==> src/rtl/hold_arb_pkg.sv <==
package hold_arb_pkg;

  typedef enum logic [2:0] {
    HS_IDLE    = 3'd0,
    HS_DRAIN   = 3'd1,
    HS_FLOAT   = 3'd2,
    HS_GRANT   = 3'd3,
    HS_RELEASE = 3'd4
  } hold_state_e;

  // Bit positions of the driver groups in the enable vector
  localparam int unsigned GRP_ADDR = 0;
  localparam int unsigned GRP_DATA = 1;
  localparam int unsigned GRP_CTRL = 2;
  localparam int unsigned GRP_NUM  = 3;

endpackage

==> src/rtl/hold_sync.sv <==
module hold_sync #(
  parameter int unsigned STAGES = 2
) (
  input  logic clk_i,
  input  logic rst_ni,
  input  logic pin_ni,
  output logic req_o
);

  localparam int unsigned LAST = STAGES - 1;

  logic [STAGES-1:0] chain_q;

  // Reset value 1: the pin is active low, so this is the idle level.
  genvar g;
  generate
    for (g = 0; g < STAGES; g++) begin : g_stage
      if (g == 0) begin : g_first
        always_ff @(posedge clk_i or negedge rst_ni) begin
          if (!rst_ni) chain_q[g] <= 1'b1;
          else         chain_q[g] <= pin_ni;
        end
      end else begin : g_next
        always_ff @(posedge clk_i or negedge rst_ni) begin
          if (!rst_ni) chain_q[g] <= 1'b1;
          else         chain_q[g] <= chain_q[g-1];
        end
      end
    end
  endgenerate

  assign req_o = ~chain_q[LAST];

endmodule

==> src/rtl/hold_fsm.sv <==
module hold_fsm
  import hold_arb_pkg::*;
(
  input  logic        clk_i,
  input  logic        rst_ni,
  input  logic        req_i,
  input  logic        busy_i,
  output hold_state_e state_o
);

  hold_state_e state_q, state_d;

  always_comb begin
    state_d = state_q;
    unique case (state_q)
      HS_IDLE: begin
        if (req_i) state_d = busy_i ? HS_DRAIN : HS_FLOAT;
      end
      HS_DRAIN: begin
        if (!req_i)      state_d = HS_IDLE;
        else if (!busy_i) state_d = HS_FLOAT;
      end
      HS_FLOAT: begin
        state_d = req_i ? HS_GRANT : HS_IDLE;
      end
      HS_GRANT: begin
        if (!req_i) state_d = HS_RELEASE;
      end
      HS_RELEASE: begin
        state_d = HS_IDLE;
      end
      default: state_d = HS_IDLE;
    endcase
  end

  always_ff @(posedge clk_i or negedge rst_ni) begin
    if (!rst_ni) state_q <= HS_IDLE;
    else         state_q <= state_d;
  end

  assign state_o = state_q;

endmodule

==> src/rtl/hold_drive.sv <==
module hold_drive
  import hold_arb_pkg::*;
#(
  parameter int unsigned N_GRP = GRP_NUM
) (
  input  hold_state_e      state_i,
  input  logic             req_i,
  output logic [N_GRP-1:0] oe_o,
  output logic             ack_no,
  output logic             stall_o
);

  logic drive_on;

  // Drivers stay on only while this side still owns the pins.
  assign drive_on = (state_i == HS_IDLE) || (state_i == HS_DRAIN);

  genvar g;
  generate
    for (g = 0; g < N_GRP; g++) begin : g_grp
      assign oe_o[g] = drive_on;
    end
  endgenerate

  assign ack_no  = (state_i != HS_GRANT);
  assign stall_o = req_i || (state_i != HS_IDLE);

endmodule

==> src/rtl/bus_hold_arbiter.sv <==
module bus_hold_arbiter
  import hold_arb_pkg::*;
#(
  parameter int unsigned SYNC_STAGES = 2,
  parameter int unsigned N_GRP       = GRP_NUM
) (
  input  logic             clk_i,
  input  logic             rst_ni,
  input  logic             hold_req_ni,
  input  logic             acc_busy_i,
  output logic             hold_ack_no,
  output logic             acc_stall_o,
  output logic [N_GRP-1:0] bus_oe_o
);

  logic        req_s;
  hold_state_e state;

  hold_sync #(.STAGES(SYNC_STAGES)) u_sync (
    .clk_i  (clk_i),
    .rst_ni (rst_ni),
    .pin_ni (hold_req_ni),
    .req_o  (req_s)
  );

  hold_fsm u_fsm (
    .clk_i   (clk_i),
    .rst_ni  (rst_ni),
    .req_i   (req_s),
    .busy_i  (acc_busy_i),
    .state_o (state)
  );

  hold_drive #(.N_GRP(N_GRP)) u_drive (
    .state_i (state),
    .req_i   (req_s),
    .oe_o    (bus_oe_o),
    .ack_no  (hold_ack_no),
    .stall_o (acc_stall_o)
  );

endmodule

==> config.mk <==
export PLATFORM = sky130hd
export DESIGN_NAME = bus_hold_arbiter
export DESIGN_NICKNAME = d
export VERILOG_FILES = /design/src/rtl/hold_arb_pkg.sv /design/src/rtl/hold_sync.sv /design/src/rtl/hold_fsm.sv /design/src/rtl/hold_drive.sv /design/src/rtl/bus_hold_arbiter.sv
export SDC_FILE = /design/constraint.sdc
export NUM_CORES = 1
export LEC_CHECK = 0
export ABC_CLOCK_PERIOD_IN_PS = 2600
export BUFFER_PORTS_ARGS = -buffer_cell sky130_fd_sc_hd__buf_2
export CAP_MARGIN = 20
export CORE_AREA = 4 4 41 43
export CTS_BUF_LIST = sky130_fd_sc_hd__clkbuf_8
export DETAILED_ROUTE_END_ITERATION = 16
export DIE_AREA = 0 0 45 47
export MAX_ROUTING_LAYER = met4
export SYNTH_ARGS = -nofsm -noshare
export SYNTH_HDL_FRONTEND = slang
export SYNTH_SLANG_ARGS = --single-unit
==> constraint.sdc <==
create_clock -name clk_i -period 2.6 [get_ports clk_i]
set_clock_uncertainty 0.1 [all_clocks]
set_input_delay 0.39 -clock clk_i [delete_from_list [all_inputs] [get_ports clk_i]]
set_output_delay 0.39 -clock clk_i [all_outputs]
set_load 0.03 [all_outputs]
# After elaboration in Yosys (flattened, before gate mapping)
# Index checks and enable logic that the tools add are counted.
# Widths: inputs -> output; s select.
# classes
eq_ne	7
n_addsub	0
n_div	0
n_shift	0
bitwise_logic	1
mux	7
n_lt_le_gt_ge	0
reduce_logical	5
n_mul	0
# ops
operator	count
$mux 3	4
$pmux 3 s4	1
$eq 3x2->1 const B	2
$mux 2	2
$ne 2x2->1 const B	2
$eq 3x1->1 const B	1
$logic_not 3->1	1
$ne 3x2->1 const B	1
$ne 3x3->1 const B	1
$reduce_and 3->1	1
$reduce_bool 3->1	1
$logic_or 1x1->1	2
$not 1->1	1
# word_totals
ff_bits	5
inputBits	4
ram_bits	0
memories	0
word_cells	23
latchBits	0
rom_bits	0

# Logic depth before layout (Yosys ltp)
# logic_depth
word_depth	3
mapped_depth	2
mapped_depth_nobuf	2

# Hierarchy
# From an unflattened synthesis, not the netlist that was laid out.
# unflattened
hier_cells	19
area_unflattened_um2	215.2
# modules_own_cells
mod	instances	area_per_inst_um2	cells_each
hold_fsm	1	117.6	10
hold_sync	1	56.3	3
hold_drive	1	41.3	6

# Worst setup path before layout
# No wires, ideal clock.
# synth_timing
kind	register -> output
startpoint	reg u_fsm.state_q[1], in the netlist u_fsm.state_o[1]
endpoint	out acc_stall_o
path_slack_ns	1.249
required_time_ns	2.110
arrival_ns	0.861
stages_incl_launch_ff	3
path_buffers	0
path_cell_list	dfrtp_1 nor2_1 nand3b_1
# synth_via
elab_chain_len	2
# synth_rtl
element	line	rtl
from (decl)	hold_fsm.sv:11	hold_state_e state_q, state_d;
from (signal assigned)	hold_fsm.sv:38	else state_q <= state_d;
$reduce_bool 3->1	hold_drive.sv:26	assign stall_o = req_i || (state_i != HS_IDLE);
$logic_or 1x1->1	hold_drive.sv:26	
to (decl)	bus_hold_arbiter.sv:12	output logic acc_stall_o,
# No other way between the ends.

# Worst setup path in the final report
# Same ends and word-level chain as after synthesis.

==> summary.md <==
| Metric | Value |
|---|---|
| Syn-to-layout area delta | `45.3%` |
| Outcome | `complete, no violations` |
| Synth cell count leaders | `buf_4, dfrtp_1, nor2_1` |
| First-pass GRT wire length | `524 um` |
| HP Class | `in2reg` |
| Final Slew Violations | `0` |
| Routability Congestion | `0.661` |
| Post-route clock period utilization | `roughly 60%` |
| Initial DRC count | `1` |
| Starting density of the core | `15.5%` |
| Critical Path RT | `2.11 ns` |
| Post-synthesis compound-gate area fraction | `6.21%` |
| Number of global-route vias before repair | `138` |
| Final core utilization | `about 23%` |
| Max Clk Rate | `633 MHz` |
| Total Routing Usage GR | `under 10%` |
| Buf/Inv on CP | `1` |
| Mux share of post-synthesis cell area | `0%` |
| Top-area cell type share of the netlist area | `a little under two fifths` |
| Antenna Diode Count | `0` |
| Overall power | `0.252 mW` |
| Final hold vios | `0` |
| Largest family of logic cells by synthesized area | `simple AND/OR/NAND/NOR gates` |
| Final setup fails | `0` |
| CTS tree | `built` |
| Crit path cell chain | `nor2_1 -> nand3b_1 -> buf_2` |
| Clock Sinks | `5` |
| # Post-CTS Setup Buffers | `0` |
| Row count | `13` |
| DIE AREA | `0.00212 mm2` |
| Number of synthesized register bits | `5` |
| Library cells used by synthesis | `8` |
| Crit path time final | `1.58 ns` |
| Arr. time, crit path | `around 1.1 ns` |
| IO buf count | `8` |
| Vias per inst | `about 3.4` |
| Worst relative slew slack | `about 86%` |
| Yosys top cell by area | `dfrtp_1` |
| CP delay by family, top | `flip-flops` |
| DRC | `0` |
| Yosys warns | `0` |
| Setup crit end kind | `primary output` |
| PostCTS Resize Cnt | `0` |
| Total routed wirelength | `about 340 um` |
| Synthesized cell area | `201 um2` |
| Critical Path Max Stage Delay | `0.39 ns` |
| Hold WS | `0.174 ns` |
| Core ar. | `0.00130 mm2` |
| Clock Path Buffers | `2` |
| Layout cell share with drive strength beyond 1 | `51.9%` |
| Async set-reset flop share out of synthesis | `100%` |
| Root Buffer | `clkbuf_8` |
| Overflow after GRT | `0` |
| Number of synthesized flops with an enable pin | `0` |
| Initial antenna violation count | `0` |
| Max-cap viol count | `0` |
| Finished Cell Area | `~300 um2` |
| # IOs | `9` |
| Final HPWL DP | `~250 um` |
| Via count | `141` |
| Post-synthesis sequential area ratio | `63.4%` |
| Clock latency on the worst-skew pair | `0.21 ns` |
| Post-Syn Nets | `21` |
| CP max FO | `4` |
| DRT Pass-1 Iters | `2` |
| WS Path Type | `reg2out` |
| Synthesized netlist cell count | `17` |
| Synth Area in Adders | `0%` |
| WL per Instance | `8.14 um` |
| Area post-placement | `between 200 and 250 um2` |
| Clk slew on worst S/H paths | `roughly 0.030 ns` |
| Syn avg cell area | `11.8 um2` |
| Nets | `32` |
| Leak Pwr | `0.139 nW` |
| Die W | `45 um` |
| Critical path startpoint category | `register` |
| Number of CTS-inserted buffers | `3` |
| Largest net degree at the start of global routing | `6` |
| Slew at the pin closest to its max-slew limit | `0.206 ns` |
| Power per Cell Area | `862 mW/mm2` |
| Synth Area in Simple Gates | `15.5%` |
| Slowest-stage cell, CP | `dfrtp_1` |
| Dominant synthesized flop cell | `dfrtp_1` |
| Die Y | `47 um` |
| Synth Area in XOR/XNOR | `0%` |
| Sum of negative setup slack | `0 ns` |
| H-tree depth reported by CTS | `1` |
| Worst IR drop on VDD | `0.381 mV` |
| RSZ-0062 raised after global routing | `false` |
| Hold Buf Count CTS | `1` |
| Synth top area cells | `dfrtp_1, dfstp_2, buf_4, nand3b_1, a211oi_2` |
| Final ANT Viol Nets | `0` |
state kept, by name, indices dropped and copies added, names as in the netlist:
| signal | cells |
|---|---|
| u_fsm.state_o | 3 |
| u_sync.chain_q | 2 |
power by group:
part	internal, mW	leakage (nW)	switching (mW)
registers	0.0840	0.0600	0.00325
logic	0.0100	0.0526	0.0208
clock network	0.101	0.0269	0.0336
total	0.195	0.139	0.0576
metal layers:
metal,GRT usage [%],up-vias,routed length [um]
met4,3.51,0,0
li1,-,73,-
met3,6.51,0,78
met5,-,-,0
met1,3.47,57,158
met2,4.52,11,105
through the flow:
stage / worst slack, ns / std cells
final: 1.02 / 42
after global routing: 0.937 / 42
after CTS: 1.01 / 42
after detailed placement: 1.25 / 37
after global placement: 1.28 / 37
after floorplan: 1.25 / 17
area by class of cell:
type | instances | area (um2)
flip-flops and latches | 5 | 128
clock buffers | 3 | 41.3
fillers | 140 | 1010
multi-input cells | 7 | 43.8
clock inverters | 1 | 3.75
well taps | 15 | 18.8
repair buffers | 9 | 50.0
inverters | 2 | 7.51
worst paths after layout:
| check | slack, ns | endpoint | from | depth (start not counted) |
|---|---|---|---|---|
| worst max-delay path | 1.02 | acc_stall_o | u_fsm.state_o[1] | 3 |
| worst min-delay path | 0.17 | u_sync.chain_q[0] | hold_req_ni | 1 |
| worst max register to register | 1.74 | u_fsm.state_o[2] | u_sync.chain_q[1] | 2 |
| worst min register to register | 0.25 | u_sync.chain_q[1] | u_sync.chain_q[0] | 0 |
| max in group asynchronous | 1.77 | u_sync.chain_q[0] | rst_ni | 2 |
| min in group asynchronous | 0.42 | u_fsm.state_o[0] | rst_ni | 2 |
logic make-up (layout without fill, tap and decap cells):
kind of cell / count (synthesis) / in the layout
and+or+nand+nor: 6 / 6
DFF: 5 / 5
buffers and inverters: 5 / 15
AOI/OAI and AO/OA: 1 / 1
worst register-to-register path, stage by stage (launching register included):
cell and delay [ns]:
dfstp_2 0.56, inv_1 0.05, nor2_1 0.09
placed cells by master, fill, tap and decap left out:
cell type      n
a211oi_2       1
buf_2          8
clkbuf_8       3
dfrtp_1        3
dfstp_2        2
dlygate4sd3_1  1
inv_1          3
nand3b_1       2
nor2_1         3
nor3_1         1
(Power assumes the default switching activity.)
